===== src/rtl/hrs_pkg.sv =====
package hrs_pkg;

  typedef struct packed {
    logic sol;
    logic sof;
  } mark_t;

  typedef enum logic {
    RND_TRUNC   = 1'b0,
    RND_NEAREST = 1'b1
  } rnd_mode_e;

endpackage


===== src/rtl/hrs_blend.sv =====
module hrs_blend
  import hrs_pkg::*;
#(
  parameter int        PIX_W  = 8,
  parameter int        COEF_W = 8,
  parameter rnd_mode_e RND    = RND_NEAREST
) (
  input  logic [COEF_W-1:0] a_i,
  input  logic [PIX_W-1:0]  prev_i,
  input  logic [PIX_W-1:0]  cur_i,
  output logic [PIX_W-1:0]  y_o
);
  localparam int ACC_W = PIX_W + COEF_W + 2;
  localparam logic [COEF_W:0]  ONE_V  = {1'b1, {COEF_W{1'b0}}};
  localparam logic [ACC_W-1:0] HALF_V = ACC_W'(ONE_V >> 1);

  logic [COEF_W:0]  w_cur;
  logic [ACC_W-1:0] acc_raw;
  logic [ACC_W-1:0] acc_rnd;
  logic [ACC_W-1:0] acc_sh;

  always_comb begin
    w_cur   = ONE_V - {1'b0, a_i};
    acc_raw = ACC_W'(a_i) * ACC_W'(prev_i) + ACC_W'(w_cur) * ACC_W'(cur_i);
  end

  generate
    if (RND == RND_NEAREST) begin : g_nearest
      always_comb acc_rnd = acc_raw + HALF_V;
    end else begin : g_trunc
      always_comb acc_rnd = acc_raw;
    end
  endgenerate

  always_comb begin
    acc_sh = acc_rnd >> COEF_W;
    if (|acc_sh[ACC_W-1:PIX_W]) y_o = '1;
    else                        y_o = acc_sh[PIX_W-1:0];
  end
endmodule


===== src/rtl/hrs_row_ctx.sv =====
module hrs_row_ctx #(
  parameter int PIX_W  = 8,
  parameter int COEF_W = 8
) (
  input  logic              clk,
  input  logic              rst_n,
  input  logic              take_i,
  input  logic              sol_i,
  input  logic              sof_i,
  input  logic [COEF_W-1:0] coef_i,
  input  logic [PIX_W-1:0]  cur_i,
  input  logic [PIX_W-1:0]  y_new_i,
  output logic [COEF_W-1:0] a_eff_o,
  output logic [PIX_W-1:0]  prev_eff_o
);
  logic [COEF_W-1:0] coef_q, coef_d;
  logic [PIX_W-1:0]  yprev_q, yprev_d;
  logic              restart;

  always_comb begin
    restart    = sol_i | sof_i;
    a_eff_o    = sof_i   ? coef_i : coef_q;
    prev_eff_o = restart ? cur_i  : yprev_q;
  end

  always_comb begin
    coef_d  = (take_i && sof_i) ? coef_i : coef_q;
    yprev_d = take_i ? y_new_i : yprev_q;
  end

  always_ff @(posedge clk or negedge rst_n) begin
    if (!rst_n) begin
      coef_q  <= '0;
      yprev_q <= '0;
    end else begin
      coef_q  <= coef_d;
      yprev_q <= yprev_d;
    end
  end
endmodule


===== src/rtl/hrs_out_stage.sv =====
module hrs_out_stage
  import hrs_pkg::*;
#(
  parameter int PIX_W = 8
) (
  input  logic             clk,
  input  logic             rst_n,
  input  logic             in_valid_i,
  output logic             in_ready_o,
  output logic             take_o,
  input  logic [PIX_W-1:0] pix_d_i,
  input  mark_t            mark_d_i,
  input  logic             out_ready_i,
  output logic             out_valid_o,
  output logic [PIX_W-1:0] out_pix_o,
  output mark_t            out_mark_o
);
  logic             vld_q, vld_d;
  logic [PIX_W-1:0] pix_q;
  mark_t            mark_q;

  always_comb begin
    in_ready_o = !vld_q || out_ready_i;
    take_o     = in_valid_i && in_ready_o;
    if (take_o)           vld_d = 1'b1;
    else if (out_ready_i) vld_d = 1'b0;
    else                  vld_d = vld_q;
  end

  always_ff @(posedge clk or negedge rst_n) begin
    if (!rst_n) vld_q <= 1'b0;
    else        vld_q <= vld_d;
  end

  always_ff @(posedge clk or negedge rst_n) begin
    if (!rst_n) begin
      pix_q  <= '0;
      mark_q <= '0;
    end else if (take_o) begin
      pix_q  <= pix_d_i;
      mark_q <= mark_d_i;
    end
  end

  assign out_valid_o = vld_q;
  assign out_pix_o   = pix_q;
  assign out_mark_o  = mark_q;
endmodule


===== src/rtl/hrec_smoother.sv =====
module hrec_smoother
  import hrs_pkg::*;
#(
  parameter int        PIX_W  = 8,
  parameter int        COEF_W = 8,
  parameter rnd_mode_e RND    = RND_NEAREST
) (
  input  logic              clk,
  input  logic              rst_n,
  input  logic [COEF_W-1:0] coef_i,
  input  logic              in_valid,
  output logic              in_ready,
  input  logic [PIX_W-1:0]  in_pix,
  input  logic              in_sol,
  input  logic              in_sof,
  output logic              out_valid,
  input  logic              out_ready,
  output logic [PIX_W-1:0]  out_pix,
  output logic              out_sol,
  output logic              out_sof
);
  logic              take;
  logic [COEF_W-1:0] a_eff;
  logic [PIX_W-1:0]  prev_eff;
  logic [PIX_W-1:0]  y_new;
  mark_t             mark_in;
  mark_t             mark_out;

  always_comb begin
    mark_in.sol = in_sol;
    mark_in.sof = in_sof;
  end

  hrs_row_ctx #(.PIX_W(PIX_W), .COEF_W(COEF_W)) u_ctx (
    .clk        (clk),
    .rst_n      (rst_n),
    .take_i     (take),
    .sol_i      (in_sol),
    .sof_i      (in_sof),
    .coef_i     (coef_i),
    .cur_i      (in_pix),
    .y_new_i    (y_new),
    .a_eff_o    (a_eff),
    .prev_eff_o (prev_eff)
  );

  hrs_blend #(.PIX_W(PIX_W), .COEF_W(COEF_W), .RND(RND)) u_blend (
    .a_i    (a_eff),
    .prev_i (prev_eff),
    .cur_i  (in_pix),
    .y_o    (y_new)
  );

  hrs_out_stage #(.PIX_W(PIX_W)) u_out (
    .clk         (clk),
    .rst_n       (rst_n),
    .in_valid_i  (in_valid),
    .in_ready_o  (in_ready),
    .take_o      (take),
    .pix_d_i     (y_new),
    .mark_d_i    (mark_in),
    .out_ready_i (out_ready),
    .out_valid_o (out_valid),
    .out_pix_o   (out_pix),
    .out_mark_o  (mark_out)
  );

  assign out_sol = mark_out.sol;
  assign out_sof = mark_out.sof;
endmodule


===== config.mk =====
export PLATFORM = sky130hd
export DESIGN_NAME = hrec_smoother
export DESIGN_NICKNAME = d
export VERILOG_FILES = /design/src/rtl/hrs_pkg.sv /design/src/rtl/hrs_blend.sv /design/src/rtl/hrs_row_ctx.sv /design/src/rtl/hrs_out_stage.sv /design/src/rtl/hrec_smoother.sv
export SDC_FILE = /design/constraint.sdc
export NUM_CORES = 1
export LEC_CHECK = 0
export BUFFER_PORTS_ARGS = -buffer_cell sky130_fd_sc_hd__clkbuf_2
export CAP_MARGIN = 20
export CORE_ASPECT_RATIO = 0.9
export CORE_MARGIN = 1.5
export CORE_UTILIZATION = 35
export DETAILED_ROUTE_END_ITERATION = 6
export HOLD_SLACK_MARGIN = 0.06
export PLACE_DENSITY_LB_ADDON = 0.1
export SLEW_MARGIN = 20
export SYNTH_ARGS = -nofsm -noshare
export SYNTH_HDL_FRONTEND = slang
export SYNTH_HIERARCHICAL = 1
export SYNTH_SLANG_ARGS = --single-unit

===== constraint.sdc =====
create_clock -name clk -period 10.9 [get_ports clk]
set_input_delay 2.725 -clock clk [delete_from_list [all_inputs] [get_ports clk]]
set_output_delay 2.725 -clock clk [all_outputs]
set_load 0.005 [all_outputs]

==> impl_metrics.env, run 1 <==
export IMPL_status="complete, no violations"
export IMPL_setup_viol=0
export IMPL_antenna_cells=0
export IMPL_rsz0062_at_grt="no"
export IMPL_grt_pass1_wl_mm=25.34
export IMPL_clkLatencyLatePin_ns=0.26
export IMPL_drv_cap=0
export IMPL_slew_violations=0
export IMPL_drc_errors=0
export IMPL_synth_edf_count=0
export IMPL_yosysSeqAreaShare_pct=10.90
export IMPL_drt_iter0_markers=173
export IMPL_cp_required_ns=11.05
export IMPL_synth_avg_cell_area_um2=9.810
export IMPL_start_kind="input pin"
export IMPL_synth_area_um2=6200
export IMPL_grt_max_degree=28
export IMPL_multi_input_area_um2=4940
export IMPL_synth_ff_type="dfrtp_1"
export IMPL_rows=45
export IMPL_cts_max_level=1
export IMPL_cpMostUsedCell="fa_1"
export IMPL_crit_family="adder cells"
export IMPL_path_max_fanout=18
export IMPL_cts_hold_fix_buffers=0
export IMPL_worstSetupPathType="in2reg"
export IMPL_grt_pass1_vias=4691
export IMPL_slew_limit_headroom_pct=48.35
export IMPL_setup_tns_ns=0
export IMPL_clkTransAtPathRegs_ns=0.06
export IMPL_start_util_pct=36.22
export IMPL_ctsResizeCount=0
export IMPL_synth_top_cell_by_area="fa_1"
export IMPL_yosys_top_cells_area="fa_1 33%, ha_1 14%, dfrtp_1 11%, and2_1 8.8%, inv_1 8.2%"
export IMPL_clock_fmax_mhz=100.5
export IMPL_ys_seq_elements=27
export IMPL_fin_skew_ns=0.002963
export IMPL_drive_gt1_share_pct=13.87
export IMPL_syn_nets=828
export IMPL_hpwl_mm=12.26
export IMPL_finalWirelength_mm=14.92
export IMPL_cts_root_buf="clkbuf_16"
export IMPL_place_congestion=0.7620
export IMPL_fin_crit_ns=9.955
export IMPL_crit_path_cell_trace="clkbuf_2, mux2_2, nor3_1, nor3b_1, xnor2_1, and2_1, fa_1, fa_1, fa_1, fa_1, fa_1, inv_1, fa_1, inv_1, ha_1, and3_1, a211oi_2, o22ai_1, a211oi_4, nand2_1, mux2_4"
export IMPL_layout_cells_most_common_list="135 x inv_1, 103 x fa_1, 87 x and2_1"
export IMPL_dieArea_um2=18520
export IMPL_ys_warn_count=6
export IMPL_die_w_um=143.3
export IMPL_gr_total_overflow=0
export IMPL_yosysTopAreaCellShare_pct=33.26
export IMPL_synth_cells=632
export IMPL_antenna_found_initial=0
export IMPL_final_seq_area_um2=675.6
export IMPL_fin_crit_sh_pct=91.33
export IMPL_io_buffers=33
export IMPL_vias=4225
export IMPL_ios=34
export IMPL_final_util_pct=39.01
export IMPL_drtPass1Iterations=4
export IMPL_cts_tree="built"
export IMPL_die_y_um=129.3
export IMPL_critPathBufInv=3
export IMPL_grt_total_usage_pct=17.66
export IMPL_area_growth_pct=7.689
export IMPL_crit_path_max_incr_delay_ns=0.59
export IMPL_final_common_cell="inv_1"
export IMPL_ant_nets=0
export IMPL_cts_setup_buffers=0
export IMPL_synth_cell_types=50
export IMPL_viasPerCell=4.742
export IMPL_n_fill_cell=1771
export IMPL_hold_path_class="reg2reg"
export IMPL_cp_end_kind="flip-flop"
export IMPL_nNetsFinal=853
export IMPL_coreArea_um2=17120
export IMPL_clock_path_buffers=2
export IMPL_cpMaxStageDelayCell="fa_1"
export IMPL_cts_sinks=27
export IMPL_avgRoutedWirePerCell_um=16.74
export IMPL_arrival_ns=10.10
export IMPL_tightest_slew_ns=0.7693
export IMPL_async_flop_share_pct=100.0
export IMPL_numCtsBuffers=3
export IMPL_hold_violations=0
-- final timing paths --
path / from / end / slack (ns) / depth (start not counted)
worst max-delay path: in_sof / u_out/out_pix_o[6] / 0.95 / 21
worst min-delay path: u_out/out_pix_o[3] / u_out/out_pix_o[3] / 0.51 / 1
worst max register to register: u_ctx/coef_q[3] / u_out/out_pix_o[6] / 3.51 / 22
worst min register to register: u_out/out_pix_o[3] / u_out/out_pix_o[3] / 0.51 / 1
max in group asynchronous: rst_n / u_ctx/yprev_q[1] / 8.00 / 1
min in group asynchronous: rst_n / u_out/out_valid_o / 2.48 / 1
-- layout make-up --
| cell class | instances | share of cell area [%] |
|---|---|---|
| multi-input cells | 455 | 73.99 |
| flip-flops and latches | 27 | 10.12 |
| inverters | 135 | 7.590 |
| well taps | 235 | 4.404 |
| repair buffers | 35 | 2.699 |
| clock buffers | 3 | 1.124 |
| clock inverters | 1 | 0.07496 |
-- stage by stage --
| stage | hold WS [ns] | instances | setup slack (ns) | instance area (µm²) |
|---|---|---|---|---|
| 2_1_floorplan | 0.4749 | 632 | 1.395 | 6200 |
| 5_1_grt | 0.5292 | 891 | 0.5417 | 6676 |
| 4_1_cts | 0.5135 | 891 | 0.9382 | 6676 |
| 3_5_place_dp | 0.4941 | 887 | 0.7113 | 6596 |
| 3_3_place_gp | 0.4890 | 887 | 0.7601 | 6596 |
| 6_report | 0.5124 | 891 | 0.9452 | 6676 |
-- flip-flops by register name, summed over array words and instances, names as in the netlist --
register and count:
u_ctx/coef_q 8, u_ctx/yprev_q 8, u_out/out_pix_o 8, u_out/out_mark_o 2
u_out/out_valid_o 1
-- worst reg2reg max path: stages (launching register included) --
cell and delay (ns):
dfrtp_1 0.38, mux2_2 0.42, nor2_1 0.23, nand2_1 0.10, nor4_1 0.25, xnor2_1 0.39
nand2_1 0.17, fa_1 0.53, fa_1 0.52, inv_1 0.06, fa_1 0.56, fa_1 0.45
fa_1 0.55, inv_1 0.06, fa_1 0.53, inv_1 0.05, ha_1 0.34, and3_1 0.19
a211oi_2 0.38, o22ai_1 0.21, a211oi_4 0.48, nand2_1 0.15, mux2_4 0.29
-- routing by layer --
metal  track usage [%]  up-vias  routed length, µm
met5                 0        -                  0
met1             26.67     2159               7658
met2             28.42       50               6796
met3             1.626        6                333
li1                  -     2010                  -
met4             1.861        0                130
-- kinds of logic after synthesis --
kind of cell,share of synthesized area (%)
AOI/OAI and AO/OA,4.944
xor gates and xnor gates,1.978
adders and majority gates,47.59
buffers and inverters,9.425
DFF,10.90
muxes,8.839
and+or+nand+nor,16.33
-- cells in the mapped netlist, drive strengths merged, types with 4 or more instances --
cell    instances
fa            103
mux2           43
inv           135
nor2            7
a21o            6
a21oi          10
dfrtp          27
nand3           5
and3            4
ha             71
and2           87
buf             5
xnor2           7
xor2            7
nand4           4
clkbuf         10
nand2          65
Power of run 1 is left out: the tool's default activity adds up to more than one toggle a clock period on the data nets, which glitch-free logic cannot reach.
==> run 2: changes to the inputs <==
--- a/config.mk
+++ b/config.mk
@@ -5,14 +5,13 @@
 export SDC_FILE = /design/constraint.sdc
 export NUM_CORES = 1
 export LEC_CHECK = 0
-export BUFFER_PORTS_ARGS = -buffer_cell sky130_fd_sc_hd__clkbuf_2
 export CAP_MARGIN = 20
 export CORE_ASPECT_RATIO = 0.9
 export CORE_MARGIN = 1.5
 export CORE_UTILIZATION = 35
 export DETAILED_ROUTE_END_ITERATION = 6
+export DONT_BUFFER_PORTS = 1
 export HOLD_SLACK_MARGIN = 0.06
-export PLACE_DENSITY_LB_ADDON = 0.1
 export SLEW_MARGIN = 20
 export SYNTH_ARGS = -nofsm -noshare
 export SYNTH_HDL_FRONTEND = slang
==> constraint.sdc (replaced) <==
create_clock -name clk -period 10.9 [get_ports clk]
set_input_delay 2.18 -clock clk [delete_from_list [all_inputs] [get_ports clk]]
set_output_delay 2.18 -clock clk [all_outputs]
set_load 0.005 [all_outputs]
==> run 2 against run 1 <==
  * Via count is 0.14% higher
  * Cell area is 2.6% lower
  * First-iteration DRC count is 51% higher
  * Global-route usage is 0.59 points lower
  * Critical path depth is 1 higher
  * Routed wire length is 3.9% lower
  * Sequential cell count stayed put
  * Non-clock buffer count is 34 lower
  * Core utilization is 1.0 points lower
==> impl_metrics.env, run 2 (synthesized netlist as in run 1, its figures left out) <==
export IMPL_finalWirelength_mm=14.34
export IMPL_viasPerCell=4.937
export IMPL_fin_crit_ns=9.027
export IMPL_ant_nets=0
export IMPL_dieArea_um2=18520
export IMPL_grt_pass1_wl_mm=24.77
export IMPL_slew_violations=0
export IMPL_grt_pass1_vias=4921
export IMPL_cpMostUsedCell="fa_1"
export IMPL_drive_gt1_share_pct=9.003
export IMPL_drt_iter0_markers=262
export IMPL_start_util_pct=36.22
export IMPL_die_y_um=129.3
export IMPL_clkTransAtPathRegs_ns=0.06
export IMPL_rows=45
export IMPL_slew_limit_headroom_pct=43.34
export IMPL_place_congestion=0.8106
export IMPL_cts_max_level=1
export IMPL_crit_path_max_incr_delay_ns=0.61
export IMPL_numCtsBuffers=3
export IMPL_final_common_cell="inv_1"
export IMPL_hold_path_class="reg2reg"
export IMPL_setup_tns_ns=0
export IMPL_cts_tree="built"
export IMPL_crit_path_cell_trace="mux2_2, nor2_1, nand2_1, nor4_1, xnor2_1, nand2_1, fa_1, inv_1, fa_1, fa_1, fa_1, fa_1, inv_1, fa_1, inv_1, ha_1, and3_1, a211oi_2, o22ai_1, a211oi_4, nand2_1, mux2_2"
export IMPL_coreArea_um2=17120
export IMPL_grt_max_degree=28
export IMPL_start_kind="input pin"
export IMPL_met1_usage_pct=23.96
export IMPL_hold_violations=0
export IMPL_critPathBufInv=3
export IMPL_avgRoutedWirePerCell_um=16.73
export IMPL_antenna_found_initial=0
export IMPL_drc_errors=0
export IMPL_top_usage_layer="met2"
export IMPL_antenna_cells=0
export IMPL_gr_total_overflow=0
export IMPL_r2r_slack_ns=3.48
export IMPL_clock_fmax_mhz=110.8
export IMPL_cts_hold_fix_buffers=0
export IMPL_crit_family="adder cells"
export IMPL_drv_cap=0
export IMPL_cp_required_ns=11.04
export IMPL_ctsResizeCount=0
export IMPL_clock_path_buffers=2
export IMPL_io_buffers=0
export IMPL_cts_root_buf="clkbuf_16"
export IMPL_cp_end_kind="flip-flop"
export IMPL_fin_crit_sh_pct=82.82
export IMPL_drtPass1Iterations=4
export IMPL_area_growth_pct=4.884
export IMPL_status="complete, no violations"
export IMPL_worstSetupPathType="in2reg"
export IMPL_setup_viol=0
export IMPL_cpMaxStageDelayCell="fa_1"
export IMPL_met3_usage_pct=1.885
export IMPL_final_seq_area_um2=675.6
export IMPL_ios=34
export IMPL_hpwl_mm=11.85
export IMPL_fin_skew_ns=0.003518
export IMPL_layout_cells_most_common_list="135 x inv_1, 103 x fa_1, 87 x and2_1"
export IMPL_rsz0062_at_grt="no"
export IMPL_tightest_slew_ns=0.8438
export IMPL_grt_total_usage_pct=17.06
export IMPL_cts_setup_buffers=0
export IMPL_nNetsFinal=819
export IMPL_n_fill_cell=1733
export IMPL_arrival_ns=9.17
export IMPL_multi_input_area_um2=4940
export IMPL_clkLatencyLatePin_ns=0.26
export IMPL_path_max_fanout=11
export IMPL_cts_sinks=27
export IMPL_die_w_um=143.3
export IMPL_vias=4231
export IMPL_grtUsageMet2_pct=27.76
[run 2: routing by layer]
layer / vias up / share of wire [%]
met4: 0 / 1.9
met2: 95 / 46
li1: 1942 / -
met1: 2180 / 48
met3: 14 / 4.3
met5: - / 0
[run 2: worst paths after layout]
check                                startpoint            endpoint  cells past startpoint
worst max-delay path                     in_sof    u_ctx/yprev_q[1]                     22
worst min-delay path            u_ctx/coef_q[6]     u_ctx/coef_q[6]                      1
worst max register to register  u_ctx/coef_q[3]    u_ctx/yprev_q[1]                     22
worst min register to register  u_ctx/coef_q[6]     u_ctx/coef_q[6]                      1
max in group asynchronous                 rst_n     u_ctx/coef_q[4]                      0
min in group asynchronous                 rst_n  u_out/out_pix_o[7]                      0
[run 2: area by class of cell]
cell class	instances	area share (%)
well taps	235	4.522
multi-input cells	455	75.97
repair buffers	1	0.1155
clock buffers	4	1.212
flip-flops and latches	27	10.39
inverters	135	7.793
[run 2: stage by stage]
stage	std cells	setup slack, ns	hold slack [ns]	area, µm²	utilization [%]
after floorplan	632	1.940	0.4749	6200	-
after global placement	853	1.833	0.4905	6424	37.53
after detailed placement	853	1.668	0.4947	6424	37.53
after CTS	857	1.912	0.5134	6502	37.99
after global routing	857	1.579	0.5276	6502	37.99
final	857	1.873	0.5121	6502	37.99
Power of run 2 is left out for the same reason.
==> run 3: changes to the inputs <==
==> constraint.sdc (replaced) <==
create_clock -name clk -period 8.4 [get_ports clk]
set_input_delay 1.68 -clock clk [delete_from_list [all_inputs] [get_ports clk]]
set_output_delay 1.68 -clock clk [all_outputs]
set_load 0.005 [all_outputs]
==> run 3 against run 2 <==
  * First-iteration DRC count down 33%
  * Core utilization up 0.76 points
  * Via count shrank 1.2%
  * Global-route usage fell by 0.19 points
  * Critical path depth is the same
  * Hold slack improved by 0.0052 ns
  * Cell area is 2.0% higher
==> impl_metrics.env, run 3 (synthesized netlist as in run 1, its figures left out) <==
export IMPL_grt_pass1_vias=4720
export IMPL_cp_end_kind="flip-flop"
export IMPL_viasPerCell=4.788
export IMPL_worstSetupPathType="in2reg"
export IMPL_area_growth_pct=6.983
export IMPL_nNetsFinal=835
export IMPL_tightest_slew_ns=0.5652
export IMPL_clkLatencyLatePin_ns=0.26
export IMPL_ant_nets=0
export IMPL_clock_path_buffers=2
export IMPL_hold_path_class="reg2reg"
export IMPL_r2r_cells=22
export IMPL_ctsResizeCount=0
export IMPL_status="complete, no violations"
export IMPL_dieArea_um2=18520
export IMPL_path_max_fanout=11
export IMPL_drc_errors=0
export IMPL_fin_crit_ns=8.048
export IMPL_start_kind="input pin"
export IMPL_drt_iter0_markers=175
export IMPL_cts_hold_fix_buffers=0
export IMPL_drtPass1Iterations=4
export IMPL_hold_depth=1
export IMPL_hpwl_mm=12.15
export IMPL_avgRoutedWirePerCell_um=16.46
export IMPL_rsz0062_at_grt="no"
export IMPL_grt_pass1_wl_mm=24.58
export IMPL_numCtsBuffers=3
export IMPL_cts_tree="built"
export IMPL_io_buffers=0
export IMPL_fin_skew_ns=0.005661
export IMPL_drive_gt1_share_pct=11.60
export IMPL_place_congestion=0.9207
export IMPL_fin_crit_sh_pct=95.81
export IMPL_die_y_um=129.3
export IMPL_cts_sinks=27
export IMPL_slew_violations=0
export IMPL_drv_cap=0
export IMPL_cts_root_buf="clkbuf_16"
export IMPL_setup_tns_ns=0
export IMPL_hold_violations=0
export IMPL_coreArea_um2=17120
export IMPL_vias=4180
export IMPL_cp_required_ns=8.55
export IMPL_setup_viol=0
export IMPL_fin_cells=873
export IMPL_grt_max_degree=28
export IMPL_clkTransAtPathRegs_ns=0.07
export IMPL_finalWirelength_mm=14.37
export IMPL_antenna_cells=0
export IMPL_rows=45
export IMPL_clock_fmax_mhz=124.3
export IMPL_cts_max_level=1
export IMPL_grt_total_usage_pct=16.87
export IMPL_arrival_ns=8.20
export IMPL_gr_total_overflow=0
export IMPL_dp_cells=869
export IMPL_final_common_cell="inv_1"
export IMPL_n_fill_cell=1726
export IMPL_layout_cells_most_common_list="135 x inv_1, 103 x fa_1, 87 x and2_1"
export IMPL_ios=34
export IMPL_cts_setup_buffers=0
export IMPL_antenna_found_initial=0
export IMPL_slew_limit_headroom_pct=62.05
export IMPL_start_util_pct=36.22
export IMPL_die_w_um=143.3
-- run 3: final timing paths --
kind | startpoint | to | slack, ns
worst max-delay path | in_sof | u_out/out_pix_o[6] | 0.35
worst min-delay path | u_ctx/coef_q[5] | u_ctx/coef_q[5] | 0.52
worst max register to register | u_ctx/coef_q[1] | u_out/out_pix_o[6] | 1.42
worst min register to register | u_ctx/coef_q[5] | u_ctx/coef_q[5] | 0.52
max in group asynchronous | rst_n | u_out/out_valid_o | 7.22
min in group asynchronous | rst_n | u_out/out_pix_o[1] | 1.10
-- run 3: routing by layer --
layer / wire (µm) / GRT usage, % / vias up / part of all wire [%]
met5: 0 / 0 / - / 0
met1: 6856 / 24.33 / 2111 / 48
met4: 153 / 3.241 / 0 / 1.1
li1: - / - / 1968 / -
met3: 654 / 2.033 / 13 / 4.6
met2: 6708 / 27.51 / 88 / 47
-- run 3: per-stage QoR --
step                      setup slack [ns]  util (%)  area (µm²)  hold slack [ns]
final                               0.3524     38.75        6633           0.5173
after global routing             0.0004228     38.75        6633           0.5324
after CTS                           0.3483     38.75        6633           0.5182
after detailed placement           0.08670     38.27        6550           0.4940
after global placement              0.1092     38.27        6550           0.4984
after floorplan                     0.1767         -        6206           0.4749
-- run 3: cell type report --
class                           instances  area, µm²  area share (%)
Clock buffer                            3      75.07           1.132
Clock inverter                          1      7.507          0.1132
Inverter                              135      506.7           7.640
Multi-Input combinational cell        455       4946           74.57
Sequential cell                        27      675.6           10.19
Tap cell                              235      294.0           4.433
Timing Repair Buffer                   17      127.6           1.924
-- run 3: critical path, cell delays in order --
cell and delay [ns]:
mux2_2 0.40, nor3_1 0.33, nor3b_1 0.27, xnor2_1 0.30, nand2_1 0.14, fa_1 0.48
fa_1 0.51, inv_1 0.05, fa_1 0.55, fa_1 0.44, fa_1 0.54, inv_1 0.05
fa_1 0.58, inv_1 0.06, ha_1 0.34, nand2_1 0.12, o31ai_1 0.08, or3b_1 0.42
a41oi_1 0.28, xor2_1 0.19, nand2_1 0.09, mux2_4 0.27
Power of run 3 is left out for the same reason.
